--- src/rtl/twi_pkg.sv ---
package twi_pkg;
  localparam int BYTE_W   = 8;
  localparam int BITCNT_W = $clog2(BYTE_W + 1);

  typedef enum logic [2:0] {
    PH_IDLE,
    PH_DEV,
    PH_REG,
    PH_WDAT,
    PH_RDAT,
    PH_SKIP
  } phase_e;
endpackage

--- src/rtl/twi_linemon.sv ---
module twi_linemon #(
  parameter int SYNC_STAGES = 2
) (
  input  logic clk,
  input  logic rst_n,
  input  logic scl_i,
  input  logic sda_i,
  output logic scl_s,
  output logic sda_s,
  output logic scl_rise,
  output logic scl_fall,
  output logic start_det,
  output logic stop_det
);
  localparam int LAST = SYNC_STAGES - 1;

  logic [SYNC_STAGES-1:0][1:0] chain_q;
  logic                        scl_p, sda_p;

  always_ff @(posedge clk or negedge rst_n) begin
    if (!rst_n) begin
      chain_q <= '1;
      scl_p   <= 1'b1;
      sda_p   <= 1'b1;
    end else begin
      chain_q <= {chain_q[SYNC_STAGES-2:0], {scl_i, sda_i}};
      scl_p   <= chain_q[LAST][1];
      sda_p   <= chain_q[LAST][0];
    end
  end

  always_comb begin
    scl_s     = chain_q[LAST][1];
    sda_s     = chain_q[LAST][0];
    scl_rise  = scl_s & ~scl_p;
    scl_fall  = ~scl_s & scl_p;
    start_det = scl_s & scl_p & sda_p & ~sda_s;
    stop_det  = scl_s & scl_p & ~sda_p & sda_s;
  end
endmodule

--- src/rtl/twi_ctrl.sv ---
module twi_ctrl
  import twi_pkg::*;
#(
  parameter logic [6:0] DEV_ADDR  = 7'h44,
  parameter int         REG_COUNT = 12
) (
  input  logic              clk,
  input  logic              rst_n,
  input  logic              sda_s,
  input  logic              scl_rise,
  input  logic              scl_fall,
  input  logic              start_det,
  input  logic              stop_det,
  input  logic [BYTE_W-1:0] rd_data,
  output logic              sda_oe,
  output logic              wr_stb,
  output logic [BYTE_W-1:0] wr_addr,
  output logic [BYTE_W-1:0] wr_data,
  output logic              rd_req,
  output logic [BYTE_W-1:0] rd_addr
);
  localparam logic [BITCNT_W-1:0] FULL = BITCNT_W'(BYTE_W);

  phase_e              ph_q, ph_d, nxt_q, nxt_d;
  logic [BITCNT_W-1:0] bit_q, bit_d;
  logic                ack_q, ack_d;
  logic [BYTE_W-1:0]   rx_q, rx_d, tx_q, tx_d, ptr_q, ptr_d, wd_q, wd_d;
  logic                oe_q, oe_d, wstb_d, rreq_d, wstb_q, rreq_q;
  logic                bus_ev;

  assign bus_ev = start_det | stop_det | scl_rise | scl_fall;

  always_comb begin
    ph_d   = ph_q;
    nxt_d  = nxt_q;
    bit_d  = bit_q;
    ack_d  = ack_q;
    rx_d   = rx_q;
    tx_d   = tx_q;
    ptr_d  = ptr_q;
    wd_d   = wd_q;
    oe_d   = oe_q;
    wstb_d = 1'b0;
    rreq_d = 1'b0;
    if (start_det) begin
      ph_d  = PH_DEV;
      bit_d = '0;
      ack_d = 1'b0;
      oe_d  = 1'b0;
    end else if (stop_det) begin
      ph_d  = PH_IDLE;
      bit_d = '0;
      ack_d = 1'b0;
      oe_d  = 1'b0;
    end else if (ph_q != PH_IDLE) begin
      if (scl_rise && !ack_q && bit_q < FULL) begin
        rx_d  = {rx_q[BYTE_W-2:0], sda_s};
        bit_d = bit_q + 1'b1;
      end else if (scl_fall && ack_q) begin
        ack_d = 1'b0;
        bit_d = '0;
        ph_d  = nxt_q;
        oe_d  = 1'b0;
        if (nxt_q == PH_RDAT) begin
          tx_d = rd_data;
          oe_d = ~rd_data[BYTE_W-1];
        end
      end else if (scl_fall && bit_q == FULL) begin
        ack_d = 1'b1;
        nxt_d = PH_SKIP;
        oe_d  = 1'b0;
        unique case (ph_q)
          PH_DEV: if (rx_q[BYTE_W-1:1] == DEV_ADDR) begin
            oe_d = 1'b1;
            if (rx_q[0]) begin
              nxt_d  = PH_RDAT;
              rreq_d = 1'b1;
            end else begin
              nxt_d = PH_REG;
            end
          end
          PH_REG: if (int'(rx_q) < REG_COUNT) begin
            oe_d  = 1'b1;
            ptr_d = rx_q;
            nxt_d = PH_WDAT;
          end
          PH_WDAT: begin
            oe_d   = 1'b1;
            wd_d   = rx_q;
            wstb_d = 1'b1;
          end
          default: ;
        endcase
      end else if (scl_fall && ph_q == PH_RDAT && bit_q != '0) begin
        tx_d = {tx_q[BYTE_W-2:0], 1'b0};
        oe_d = ~tx_q[BYTE_W-2];
      end
    end
  end

  always_ff @(posedge clk or negedge rst_n) begin
    if (!rst_n) begin
      ph_q   <= PH_IDLE;
      nxt_q  <= PH_IDLE;
      bit_q  <= '0;
      ack_q  <= 1'b0;
      rx_q   <= '0;
      tx_q   <= '0;
      ptr_q  <= '0;
      wd_q   <= '0;
      oe_q   <= 1'b0;
      wstb_q <= 1'b0;
      rreq_q <= 1'b0;
    end else begin
      wstb_q <= wstb_d;
      rreq_q <= rreq_d;
      if (bus_ev) begin
        ph_q  <= ph_d;
        nxt_q <= nxt_d;
        bit_q <= bit_d;
        ack_q <= ack_d;
        rx_q  <= rx_d;
        tx_q  <= tx_d;
        ptr_q <= ptr_d;
        wd_q  <= wd_d;
        oe_q  <= oe_d;
      end
    end
  end

  assign sda_oe  = oe_q;
  assign wr_stb  = wstb_q;
  assign wr_addr = ptr_q;
  assign wr_data = wd_q;
  assign rd_req  = rreq_q;
  assign rd_addr = ptr_q;
endmodule

--- src/rtl/twi_reg_slave.sv ---
module twi_reg_slave #(
  parameter logic [6:0] DEV_ADDR    = 7'h44,
  parameter int         REG_COUNT   = 12,
  parameter int         SYNC_STAGES = 2
) (
  input  logic       clk,
  input  logic       rst_n,
  input  logic       scl_i,
  input  logic       sda_i,
  output logic       sda_oe,
  output logic       wr_stb,
  output logic [7:0] wr_addr,
  output logic [7:0] wr_data,
  output logic       rd_req,
  output logic [7:0] rd_addr,
  input  logic [7:0] rd_data
);
  logic [1:0] rst_pipe_q;
  logic       rst_sn;
  logic       scl_s, sda_s, scl_rise, scl_fall, start_det, stop_det;

  always_ff @(posedge clk or negedge rst_n) begin
    if (!rst_n) rst_pipe_q <= 2'b00;
    else        rst_pipe_q <= {rst_pipe_q[0], 1'b1};
  end
  assign rst_sn = rst_pipe_q[1];

  twi_linemon #(.SYNC_STAGES(SYNC_STAGES)) u_mon (
    .clk(clk), .rst_n(rst_sn), .scl_i(scl_i), .sda_i(sda_i),
    .scl_s(scl_s), .sda_s(sda_s), .scl_rise(scl_rise), .scl_fall(scl_fall),
    .start_det(start_det), .stop_det(stop_det)
  );

  twi_ctrl #(.DEV_ADDR(DEV_ADDR), .REG_COUNT(REG_COUNT)) u_ctrl (
    .clk(clk), .rst_n(rst_sn), .sda_s(sda_s), .scl_rise(scl_rise),
    .scl_fall(scl_fall), .start_det(start_det), .stop_det(stop_det),
    .rd_data(rd_data), .sda_oe(sda_oe), .wr_stb(wr_stb), .wr_addr(wr_addr),
    .wr_data(wr_data), .rd_req(rd_req), .rd_addr(rd_addr)
  );
endmodule

--- config.mk ---
export PLATFORM = sky130hd
export DESIGN_NAME = twi_reg_slave
export DESIGN_NICKNAME = d
export VERILOG_FILES = /design/src/rtl/twi_pkg.sv /design/src/rtl/twi_linemon.sv /design/src/rtl/twi_ctrl.sv /design/src/rtl/twi_reg_slave.sv
export SDC_FILE = /design/constraint.sdc
export NUM_CORES = 1
export LEC_CHECK = 0
export BUFFER_PORTS_ARGS = -buffer_cell sky130_fd_sc_hd__buf_2
export CORE_UTILIZATION = 50
export CTS_CLUSTER_DIAMETER = 120
export DETAILED_ROUTE_END_ITERATION = 6
export GPL_ROUTABILITY_DRIVEN = 0
export PLACE_DENSITY_LB_ADDON = 0.15
export SLEW_MARGIN = 20
export SYNTH_ARGS = -nofsm -noshare
export SYNTH_HDL_FRONTEND = slang
export SYNTH_SLANG_ARGS = --single-unit
--- constraint.sdc ---
create_clock -name clk -period 1.9 [get_ports clk]
set_input_delay 0.19 -clock clk [delete_from_list [all_inputs] [get_ports clk]]
set_output_delay 0.19 -clock clk [all_outputs]
set_load 0.05 [all_outputs]
==> reports/results.txt, run 1 <==
Mean post-synth cell area = 12.3 µm²
Clk_skew = 6.88 ps
Nets = 268
H-Tree Depth = 2
FF-to-FF Start = u_ctrl.bit_q[0]$_DFFE_PN0P_
Hold path start = rd_data[0]
Drt pass-1 iters = 4
1st-iter DRT viols = 92
Post-synthesis adder-cell area fraction = 1.07%
Fraction of layout cells with a size suffix above 1 = 49.0%
Unrepaired setup endpoints after global routing = true
Largest net degree at the start of global routing = 30
Fin Hold WS = 121 ps
Maximum clock frequency = 0.515 GHz
Worst R2R Setup Slack = -40 ps
CTS tree = done
Deepest clock path buffer count = 2
Final wirelength = 4810 µm
Hold Vio Cnt, Final = 0
Ys Warns = 0
Element type at the critical path start = flip-flop
DIE AREA = 4940 µm²
Pleak = 1.51 nW
Core area = 4410 µm²
DR DRC count = 0
Hold path depth = 3
Max stage delay on crit path = 510 ps
Cell breakdown of the critical path = inv_2, ha_4, and2b_1, or4_4, a211o_4, nand2_1, o21ai_1
CP startpoint = u_ctrl.bit_q[0]$_DFFE_PN0P_
Cell Area, Synth = 2330 µm²
IO Pins = 39
Total negative slack = -185 ps
Synth Area in Compound Gates = 7.94%
Port Buf Inserts = 38
Clk root buf = clkbuf_8
Mapped Cells = 190
Final Instance Area = 3000 µm²
Async set-reset flop share out of synthesis = 100%
Crit path time final = 1940 ps
Gr usage total = 20.6%
Crit path DAT = 2150 ps
Status = finished with violations
Final period util = 102%
Height of the die = 70.3 µm
Top delay family on crit path = simple AND/OR/NAND/NOR gates
Synth top area share = 50.4%
Synth Area in XOR/XNOR = 0.376%
Critical Path RT = 2100 ps
Insertion delay to the later sink of the worst-skew pair = 310 ps
WS Path Type = reg2reg
CP max-delay cell = or4_4
Maximum vdd ir drop = 465 µV
Final antenna-violating net count = 0
Worst slack at placement = -92.7 ps
Max Slew Vio Count = 0
Row count = 24
DP HPWL = 3310 µm
Hold EP = u_ctrl.tx_q[0]$_DFFE_PN0P_
Placed insts = 289
Actual slew at the worst max-slew pin = 516 ps
Area grow syn2layout = 28.7%
Vias = 1666
Largest family of logic cells by synthesized area = multiplexers
Die width = 70.3 µm
Pwr Total = 2.07 mW
Vias in the first global route = 1655
ANT cells = 0
Global route total overflow = 0
Hold crit path type = in2reg
Post-route setup slack = -42.6 ps
Clk slew on worst S/H paths = 90 ps
Rel. slew slack = 65.6%
First-pass GRT wire length = 7930 µm
Routed length per instance = 15.7 µm
Setup crit end kind = flip-flop
Synth top area cells = dfrtp_1, mux2_2, dfstp_2
Predominant post-synthesis flop cell = dfrtp_1
# setup viols final = 7
Initial antenna violation count = 0
FF-to-FF path depth = 7
Finished Layout Cells = 307
Count leader, synth = dfrtp_1
Vias/cell = 5.43
RR Endpoint = u_ctrl.tx_q[1]$_DFFE_PN0P_
Synthesized-area fraction occupied by and/or/nand/nor cells = 13.5%
TritonCTS buffer count = 5
Seq/Total Area, Yosys = 57.2%
Post-synthesis mux area share = 15.0%
Synth cell count leaders = dfrtp_1, mux2_2, nand2_1
Largest area contributor in the netlist = dfrtp_1
Initial Util = 52.8%
Clock Sink Count = 53
Worst-path fanout max = 7
Post-Syn Nets = 204
Post-layout util = 68.0%
Failing checks = negative setup slack
Count of different cell masters after synthesis = 44
Power density over the cells = 691 nW/µm²
FF+latch count, synth = 53
Placement Cell Area = 2710 µm²
Post-synth EDFFs = 0
MaxCap Viol Count = 0
CP bufs+invs = 1
==> worst reg2reg max path, cell delays in order (launching register included) <==
cell     delay [ps]
dfrtp_1         380
inv_2            60
ha_4            150
and2b_1         180
or4_4           510
a211o_4         400
nand2_1          90
o21ai_1          70
==> worst max path at each step <==
stage	endpoint	slack [ps]	cells after the start
2_1_floorplan	u_ctrl.rx_q[0]$_DFFE_PN0P_	-40	5
3_3_place_gp	u_ctrl.tx_q[5]$_DFFE_PN0P_	-30	5
3_5_place_dp	u_ctrl.tx_q[1]$_DFFE_PN0P_	-90	7
4_1_cts	u_ctrl.tx_q[1]$_DFFE_PN0P_	-40	7
5_1_grt	u_ctrl.tx_q[1]$_DFFE_PN0P_	-100	7
6_report	u_ctrl.tx_q[1]$_DFFE_PN0P_	-40	7
==> placed cells by master (no fill, tap or decap), types with 5 or more instances in the layout <==
cell | Yosys | layout
buf_2 | 2 | 38
dfrtp_1 | 47 | 46
inv_1 | 8 | 7
nor3_1 | 6 | 6
nand2_1 | 16 | 12
mux2i_1 | 8 | 8
clkbuf_8 | 0 | 6
dfstp_2 | 6 | 6
nor2_1 | 6 | 5
mux2_4 | 0 | 9
mux2_2 | 24 | 15
buf_4 | 8 | 23
==> cell families after synthesis <==
kind of cell / count (synthesis)
flops: 53
compound gates: 28
simple gates: 54
mux: 32
buf+inv: 19
fa+ha+maj: 2
other cells: 1
xor+xnor: 1
==> layer usage <==
layer	vias to the layer above	global-route usage, %	wire [µm]
li1	790	-	-
met1	826	26.9	2080
met2	39	32.6	2440
met3	11	5.19	184
met4	0	8.89	113
met5	-	0	0
==> final cells by class <==
type | count | area [µm²]
fill | 320 | 1410
sequential | 53 | 1340
multi-input combinational | 119 | 1020
timing repair buffer | 67 | 435
clock buffer | 6 | 82.6
tap | 52 | 65.1
clock inverter | 2 | 37.5
inverter | 8 | 30.0
==> report_power, final <==
| part | switching [mW] | internal [mW] | leakage (nW) |
|---|---|---|---|
| Clock | 0.366 | 0.428 | 0.0574 |
| Sequential | 0.0203 | 1.15 | 0.683 |
| Combinational | 0.0539 | 0.0602 | 0.769 |
| Total | 0.440 | 1.63 | 1.51 |
==> repair_timing <==
item | 4_1_cts | 5_1_grt
setup buffers | 2 | 3
endpoints found under the hold margin | 4 | 0
gates resized for setup | 9 | 16
cloned | 1 | 1
endpoints found under the setup margin | 18 | 30
hold buffers | 3 | 0
pin swaps | 1 | 2
==> flip-flops by register name (all words and copies together) (netlist names), 2 cells and up <==
| register | cells |
|---|---|
| u_ctrl.tx_q | 7 |
| u_ctrl.nxt_q | 3 |
| u_ctrl.ph_q | 3 |
| u_ctrl.rx_q | 8 |
| u_ctrl.rd_addr | 8 |
| u_ctrl.wr_data | 8 |
| u_mon.chain_q | 2 |
| rst_pipe_q | 2 |
| u_ctrl.bit_q | 4 |
(Power assumes the default switching activity.)
==> run 2: changes to the inputs <==
==> constraint.sdc (replaced) <==
create_clock -name clk -period 2.25 [get_ports clk]
set_input_delay 0.225 -clock clk [delete_from_list [all_inputs] [get_ports clk]]
set_output_delay 0.225 -clock clk [all_outputs]
set_load 0.05 [all_outputs]
==> run 2 against run 1 <==
Against the previous run: the run now ends clean; wire length fell by 15%; flip-flop and latch count did not move; register-to-register slack improved by 190 ps; hold slack improved by 32 ps; combinational power fell by 46%; worst setup slack improved by 190 ps; via count fell by 5.8%; maximum frequency fell by 7.4%; sequential share of layout area rose by 5.5 points; first-iteration DRC count fell by 5.4%; non-clock buffer count fell by 21; critical path depth did not move; largest power group unchanged.
==> reports/results.txt, run 2 (synthesis gave the netlist of run 1 again) <==
First-pass GRT wire length = 7240 µm (-8.7%)
Max stage delay on crit path = 480 ps (-30 ps)
DIE AREA = 4940 µm² (unchanged)
IO Pins = 39 (unchanged)
Hold crit path type = in2reg
Nets = 246 (-8.2%)
Row count = 24 (unchanged)
Post CTS Setup Buffer Count = 0 (-2)
Max Slew Vio Count = 0 (unchanged)
Fraction of layout cells with a size suffix above 1 = 37.8% (-11 points)
Vias in the first global route = 1584 (-4.3%)
Post-layout util = 60.5% (-7.5 points)
Area grow syn2layout = 14.6%
Finished Layout Cells = 285 (-7.2%)
Maximum clock frequency = 0.477 GHz (-7.4%)
Hold path start = rd_data[0]
Hold EP = u_ctrl.tx_q[0]$_DFFE_PN0P_
Post-route setup slack = 152 ps (+195 ps)
CTS tree = done
Status = completed
Placed insts = 274 (-5.2%)
Top delay family on crit path = simple AND/OR/NAND/NOR gates
Met2 Usage GRT = 30.4% (-2.2 points)
Number of fill cells in the layout = 348 (+8.8%)
Height of the die = 70.3 µm (unchanged)
Largest net degree at the start of global routing = 31 (+3.3%)
Worst slack at placement = 94.4 ps (+187 ps)
Clock Sink Count = 53 (unchanged)
Pwr Total = 1.55 mW (-25%)
Element type at the critical path start = flip-flop
Core area = 4410 µm² (unchanged)
Clk root buf = clkbuf_8
1st-iter DRT viols = 87 (-5.4%)
DP HPWL = 3010 µm (-9.1%)
Power density over the cells = 581 nW/µm² (-16%)
Initial antenna violation count = 0 (unchanged)
H-Tree Depth = 2 (unchanged)
DR DRC count = 0 (unchanged)
# setup viols final = 0 (-7)
Critical Path RT = 2440 ps (+340 ps)
TritonCTS buffer count = 5 (unchanged)
Final wirelength = 4070 µm (-15%)
Worst-path fanout max = 14 (+7)
Initial Util = 52.8% (unchanged)
Placement Cell Area = 2560 µm² (-5.5%)
Die width = 70.3 µm (unchanged)
Hold Vio Cnt, Final = 0 (unchanged)
Global route total overflow = 0 (unchanged)
FF-to-FF path depth = 7 (unchanged)
GRT met1 Usage = 24.4% (-2.6 points)
Gr usage total = 18.7% (-1.9 points)
Final period util = 93.2% (-9.0 points)
Deepest clock path buffer count = 2 (unchanged)
Setup crit end kind = flip-flop
Most frequent cells in the layout = dfrtp_1, buf_2, mux2_2
CP bufs+invs = 1 (unchanged)
Hold path depth = 3 (unchanged)
Worst R2R Setup Slack = 150 ps (+190 ps)
Cell breakdown of the critical path = inv_1, ha_1, and2b_1, or4_1, a211o_2, nand2_1, o21ai_2
Unrepaired setup endpoints after global routing = false
ANT cells = 0 (unchanged)
WS Path Type = reg2reg
Rel. slew slack = 65.7% (about the same)
Clk_skew = 2.95 ps (-3.92 ps)
FF-to-FF Start = u_ctrl.bit_q[0]$_DFFE_PN0P_
Vias = 1570 (-5.8%)
Total negative slack = 0 ps (+185 ps)
Clk slew on worst S/H paths = 80 ps (about the same)
Crit path DAT = 2290 ps (+140 ps)
Most common cell after layout, fill and taps aside = dfrtp_1
Routed length per instance = 14.3 µm (-8.9%)
Port Buf Inserts = 38 (unchanged)
Actual slew at the worst max-slew pin = 515 ps (-0.832 ps)
RR Endpoint = u_ctrl.tx_q[4]$_DFFE_PN0P_
Final antenna-violating net count = 0 (unchanged)
Crit path time final = 2100 ps (+155 ps)
MaxCap Viol Count = 0 (unchanged)
Insertion delay to the later sink of the worst-skew pair = 300 ps (about the same)
Maximum vdd ir drop = 407 µV (-12%)
Drt pass-1 iters = 4 (unchanged)
Final Instance Area = 2670 µm² (-11%)
CP max-delay cell = or4_1
Global routing's busiest layer = met2
Fin Hold WS = 153 ps (+31.7 ps)
Met3 Use GR = 5.34% (+0.14 points)
Vias/cell = 5.51 (+1.5%)
Pleak = 1.35 nW (-11%)
## run 2: cell types whose count changed in the layout (fill, tap and decap cells not counted), moves of 2 or more
cell | before | now
nand2_1 | 12 | 16
clkbuf_1 | 0 | 2
buf_4 | 23 | 4
mux2_4 | 9 | 0
buf_6 | 2 | 0
a211o_4 | 2 | 0
mux2_2 | 15 | 24
nand2_2 | 4 | 0
## run 2: area by class of cell
class / count / area, µm² / share of cell area, %
timing repair buffer: 46 / 270 / 10.1
inverter: 8 / 30.0 / 1.12
multi-input combinational: 118 / 888 / 33.2
tap: 52 / 65.1 / 2.43
clock inverter: 1 / 7.51 / 0.281
clock buffer: 7 / 76.3 / 2.86
sequential: 53 / 1340 / 50.0
## run 2: repair_timing
item / 4_1_cts / 5_1_grt
endpoints found under the hold margin: 2 / 2
endpoints found under the setup margin: 0 / 7
gates resized for setup: 0 / 1
hold buffers: 1 / 2
## run 2: worst min-delay path: cells and delay by family
family,cells,cell delay (ps)
buffers and inverters,1,90
AOI/OAI and AO/OA,1,50
and+or+nand+nor,1,50
## run 2: metal layers
layer | wire [µm] | part of all wire, % | up-vias
met5 | 0 | 0 | -
li1 | - | - | 746
met3 | 185 | 4.5 | 6
met4 | 64 | 1.6 | 0
met1 | 1820 | 45 | 777
met2 | 2000 | 49 | 41
## run 2: power by group
group,switching (mW),internal [mW]
logic,0.0320,0.0300
clock network,0.284,0.220
registers,0.0198,0.967
total,0.336,1.22
## run 2: how the worst max path moves through the flow
stage / cells past startpoint / startpoint / slack [ps] / to
floorplan: 5 / u_mon.scl_s$_DFF_PN1_ / 260 / u_ctrl.rx_q[0]$_DFFE_PN0P_
global placement: 7 / u_ctrl.bit_q[0]$_DFFE_PN0P_ / 190 / u_ctrl.tx_q[4]$_DFFE_PN0P_
detailed placement: 7 / u_ctrl.bit_q[0]$_DFFE_PN0P_ / 90 / u_ctrl.tx_q[4]$_DFFE_PN0P_
CTS: 7 / u_ctrl.bit_q[0]$_DFFE_PN0P_ / 80 / u_ctrl.tx_q[4]$_DFFE_PN0P_
global route: 5 / u_mon.scl_s$_DFF_PN1_ / 8 / u_ctrl.wr_data[2]$_DFFE_PN0P_
finish: 7 / u_ctrl.bit_q[0]$_DFFE_PN0P_ / 150 / u_ctrl.tx_q[4]$_DFFE_PN0P_
==> run 3: changes to the inputs <==
--- a/config.mk
+++ b/config.mk
@@ -11,7 +11,8 @@
 export DETAILED_ROUTE_END_ITERATION = 6
 export GPL_ROUTABILITY_DRIVEN = 0
 export PLACE_DENSITY_LB_ADDON = 0.15
-export SLEW_MARGIN = 20
+export RECOVER_POWER = 100
+export SETUP_SLACK_MARGIN = 0.5
 export SYNTH_ARGS = -nofsm -noshare
 export SYNTH_HDL_FRONTEND = slang
 export SYNTH_SLANG_ARGS = --single-unit
==> run 3 against run 2 <==
Against the previous run: cell count is 8.8% higher; wire length is 28% higher; clock skew is 4.7 ps higher; sequential share of layout area is 5.6 points lower; via count is 9.4% higher; core utilization is 7.5 points higher; non-clock buffer count is 24 higher; global-route usage is 2.4 points higher; register-to-register slack better by 90 ps; maximum frequency is 4.4% higher; critical path type unchanged; critical endpoint is now u_ctrl.rx_q[7]$_DFFE_PN0P_.
==> reports/results.txt, run 3 (synthesis gave the netlist of run 1 again) <==
Status = completed
Area grow syn2layout = 28.8%
Die width = 70.3 µm (unchanged)
Clk root buf = clkbuf_8
FF-to-FF path depth = 5 (-2)
Port Buf Inserts = 38 (unchanged)
Final period util = 89.3% (-3.9 points)
GRT met1 Usage = 26.0% (+1.6 points)
Power density over the cells = 579 nW/µm² (-0.49%)
Setup crit end kind = flip-flop
Largest net degree at the start of global routing = 37 (+19%)
Hold crit path type = in2reg
Finished Layout Cells = 310 (+8.8%)
Insertion delay to the later sink of the worst-skew pair = 310 ps (about the same)
Max Slew Vio Count = 0 (unchanged)
CP max-delay cell = dfstp_2
Met2 Usage GRT = 35.3% (+5.0 points)
Fraction of layout cells with a size suffix above 1 = 39.1% (+1.4 points)
Rel. slew slack = 40.1% (-26 points)
Gr usage total = 21.1% (+2.4 points)
Initial antenna violation count = 0 (unchanged)
MaxCap Viol Count = 0 (unchanged)
Max stage delay on crit path = 540 ps (+60 ps)
CTS tree = done
H-Tree Depth = 2 (unchanged)
Worst-path fanout max = 6 (-8)
Crit path DAT = 2200 ps (-90 ps)
Final antenna-violating net count = 0 (unchanged)
Most frequent cells in the layout = dfrtp_1, clkbuf_1, buf_4
Crit path depth = 5 (-2)
Maximum vdd ir drop = 342 µV (-16%)
IO Pins = 39 (unchanged)
Vias = 1718 (+9.4%)
Hold Vio Cnt, Final = 0 (unchanged)
Unrepaired setup endpoints after global routing = true
Crit path time final = 2010 ps (-88.3 ps)
Element type at the critical path start = flip-flop
FF+latch area = 1330 µm² (about the same)
Top delay family on crit path = simple AND/OR/NAND/NOR gates
Final wirelength = 5210 µm (+28%)
# setup viols final = 0 (unchanged)
Placed insts = 273 (-0.36%)
CP bufs+invs = 1 (unchanged)
Clock Sink Count = 53 (unchanged)
Actual slew at the worst max-slew pin = 898 ps (+383 ps)
ANT cells = 0 (unchanged)
DP HPWL = 2990 µm (-0.45%)
Drt pass-1 iters = 4 (unchanged)
Placement Cell Area = 2600 µm² (+1.8%)
Maximum clock frequency = 0.498 GHz (+4.4%)
Nets = 271 (+10%)
Number of fill cells in the layout = 343 (-1.4%)
Fin Hold WS = 15.7 ps (-137 ps)
Core area = 4410 µm² (unchanged)
Total negative slack = 0 ps (unchanged)
Critical Path RT = 2440 ps (about the same)
Vias/cell = 5.54 (+0.60%)
DIE AREA = 4940 µm² (unchanged)
DR DRC count = 0 (unchanged)
Final Instance Area = 3000 µm² (+12%)
Multi-input gate area = 1050 µm² (+18%)
Cell breakdown of the critical path = or2b_2, or3_1, nor2_4, buf_8, mux2_2
Global routing's busiest layer = met2
Height of the die = 70.3 µm (unchanged)
Met3 Use GR = 6.06% (+0.72 points)
First-pass GRT wire length = 8150 µm (+13%)
Clk slew on worst S/H paths = 80 ps (about the same)
TritonCTS buffer count = 5 (unchanged)
Most common cell after layout, fill and taps aside = dfrtp_1
1st-iter DRT viols = 104 (+20%)
Clk_skew = 7.61 ps (+4.65 ps)
WS Path Type = reg2reg
Pleak = 1.41 nW (+5.0%)
Deepest clock path buffer count = 2 (unchanged)
Vias in the first global route = 1759 (+11%)
Row count = 24 (unchanged)
Post-route setup slack = 240 ps (+88.3 ps)
Global route total overflow = 0 (unchanged)
Routed length per instance = 16.8 µm (+18%)
Initial Util = 52.8% (unchanged)
Hold path depth = 1 (-2)
Worst slack at placement = 165 ps (+70.4 ps)
## run 3: cell types whose count changed in the layout (fill, tap and decap cells not counted), sizes merged
cell / previous run / this run
bufinv: 0 / 1
a211o: 1 / 2
dlygate4sd3: 3 / 1
clkbuf: 7 / 40
clkinvlp: 1 / 0
buf: 43 / 36
## run 3: final timing paths
check / from / to / slack [ps]
max: u_mon.scl_s$_DFF_PN1_ / u_ctrl.rx_q[7]$_DFFE_PN0P_ / 240
min: sda_i / u_mon.chain_q[0]$_DFF_PN1_ / 20
max reg2reg: u_mon.scl_s$_DFF_PN1_ / u_ctrl.rx_q[7]$_DFFE_PN0P_ / 240
min reg2reg: rst_pipe_q[1]$_DFF_PN0_ / u_ctrl.rx_q[6]$_DFFE_PN0P_ / 250
max in group asynchronous: rst_pipe_q[1]$_DFF_PN0_ / u_ctrl.ph_q[1]$_DFFE_PN0P_ / 720
min in group asynchronous: rst_n / rst_pipe_q[1]$_DFF_PN0_ / 230
## run 3: layout make-up
cell class	count	area share, %
clock inverters	1	1.00
multi-input cells	119	35.0
flip-flops and latches	53	44.4
well taps	52	2.17
repair buffers	70	13.5
clock buffers	7	2.87
inverters	8	1.00
## run 3: layer usage
metal | vias to the layer above | share of wire, %
li1 | 800 | -
met1 | 846 | 41
met2 | 56 | 51
met3 | 16 | 5.2
met4 | 0 | 2.8
met5 | - | 0
## run 3: stage by stage
stage	power (mW)	util [%]
floorplan	1.04	-
global placement	1.06	59.0
detailed placement	1.07	59.0
CTS	1.74	66.7
global route	1.80	68.1
finish	1.74	68.1
## run 3: repair_timing
| action | CTS | global route |
|---|---|---|
| endpoints found under the setup margin | 40 | 41 |
| pin swaps | 9 | 12 |
| resized for setup | 17 | 28 |
| hold buffers | 1 | 0 |
| setup buffers | 17 | 9 |
| hold endpoints to repair | 2 | 0 |
| cloned | 2 | 0 |
## run 3: power by group
| part | switching [mW] | internal, mW | total, mW |
|---|---|---|---|
| clock network | 0.295 | 0.363 | 0.657 |
| logic | 0.0511 | 0.0472 | 0.0983 |
| registers | 0.0159 | 0.966 | 0.982 |
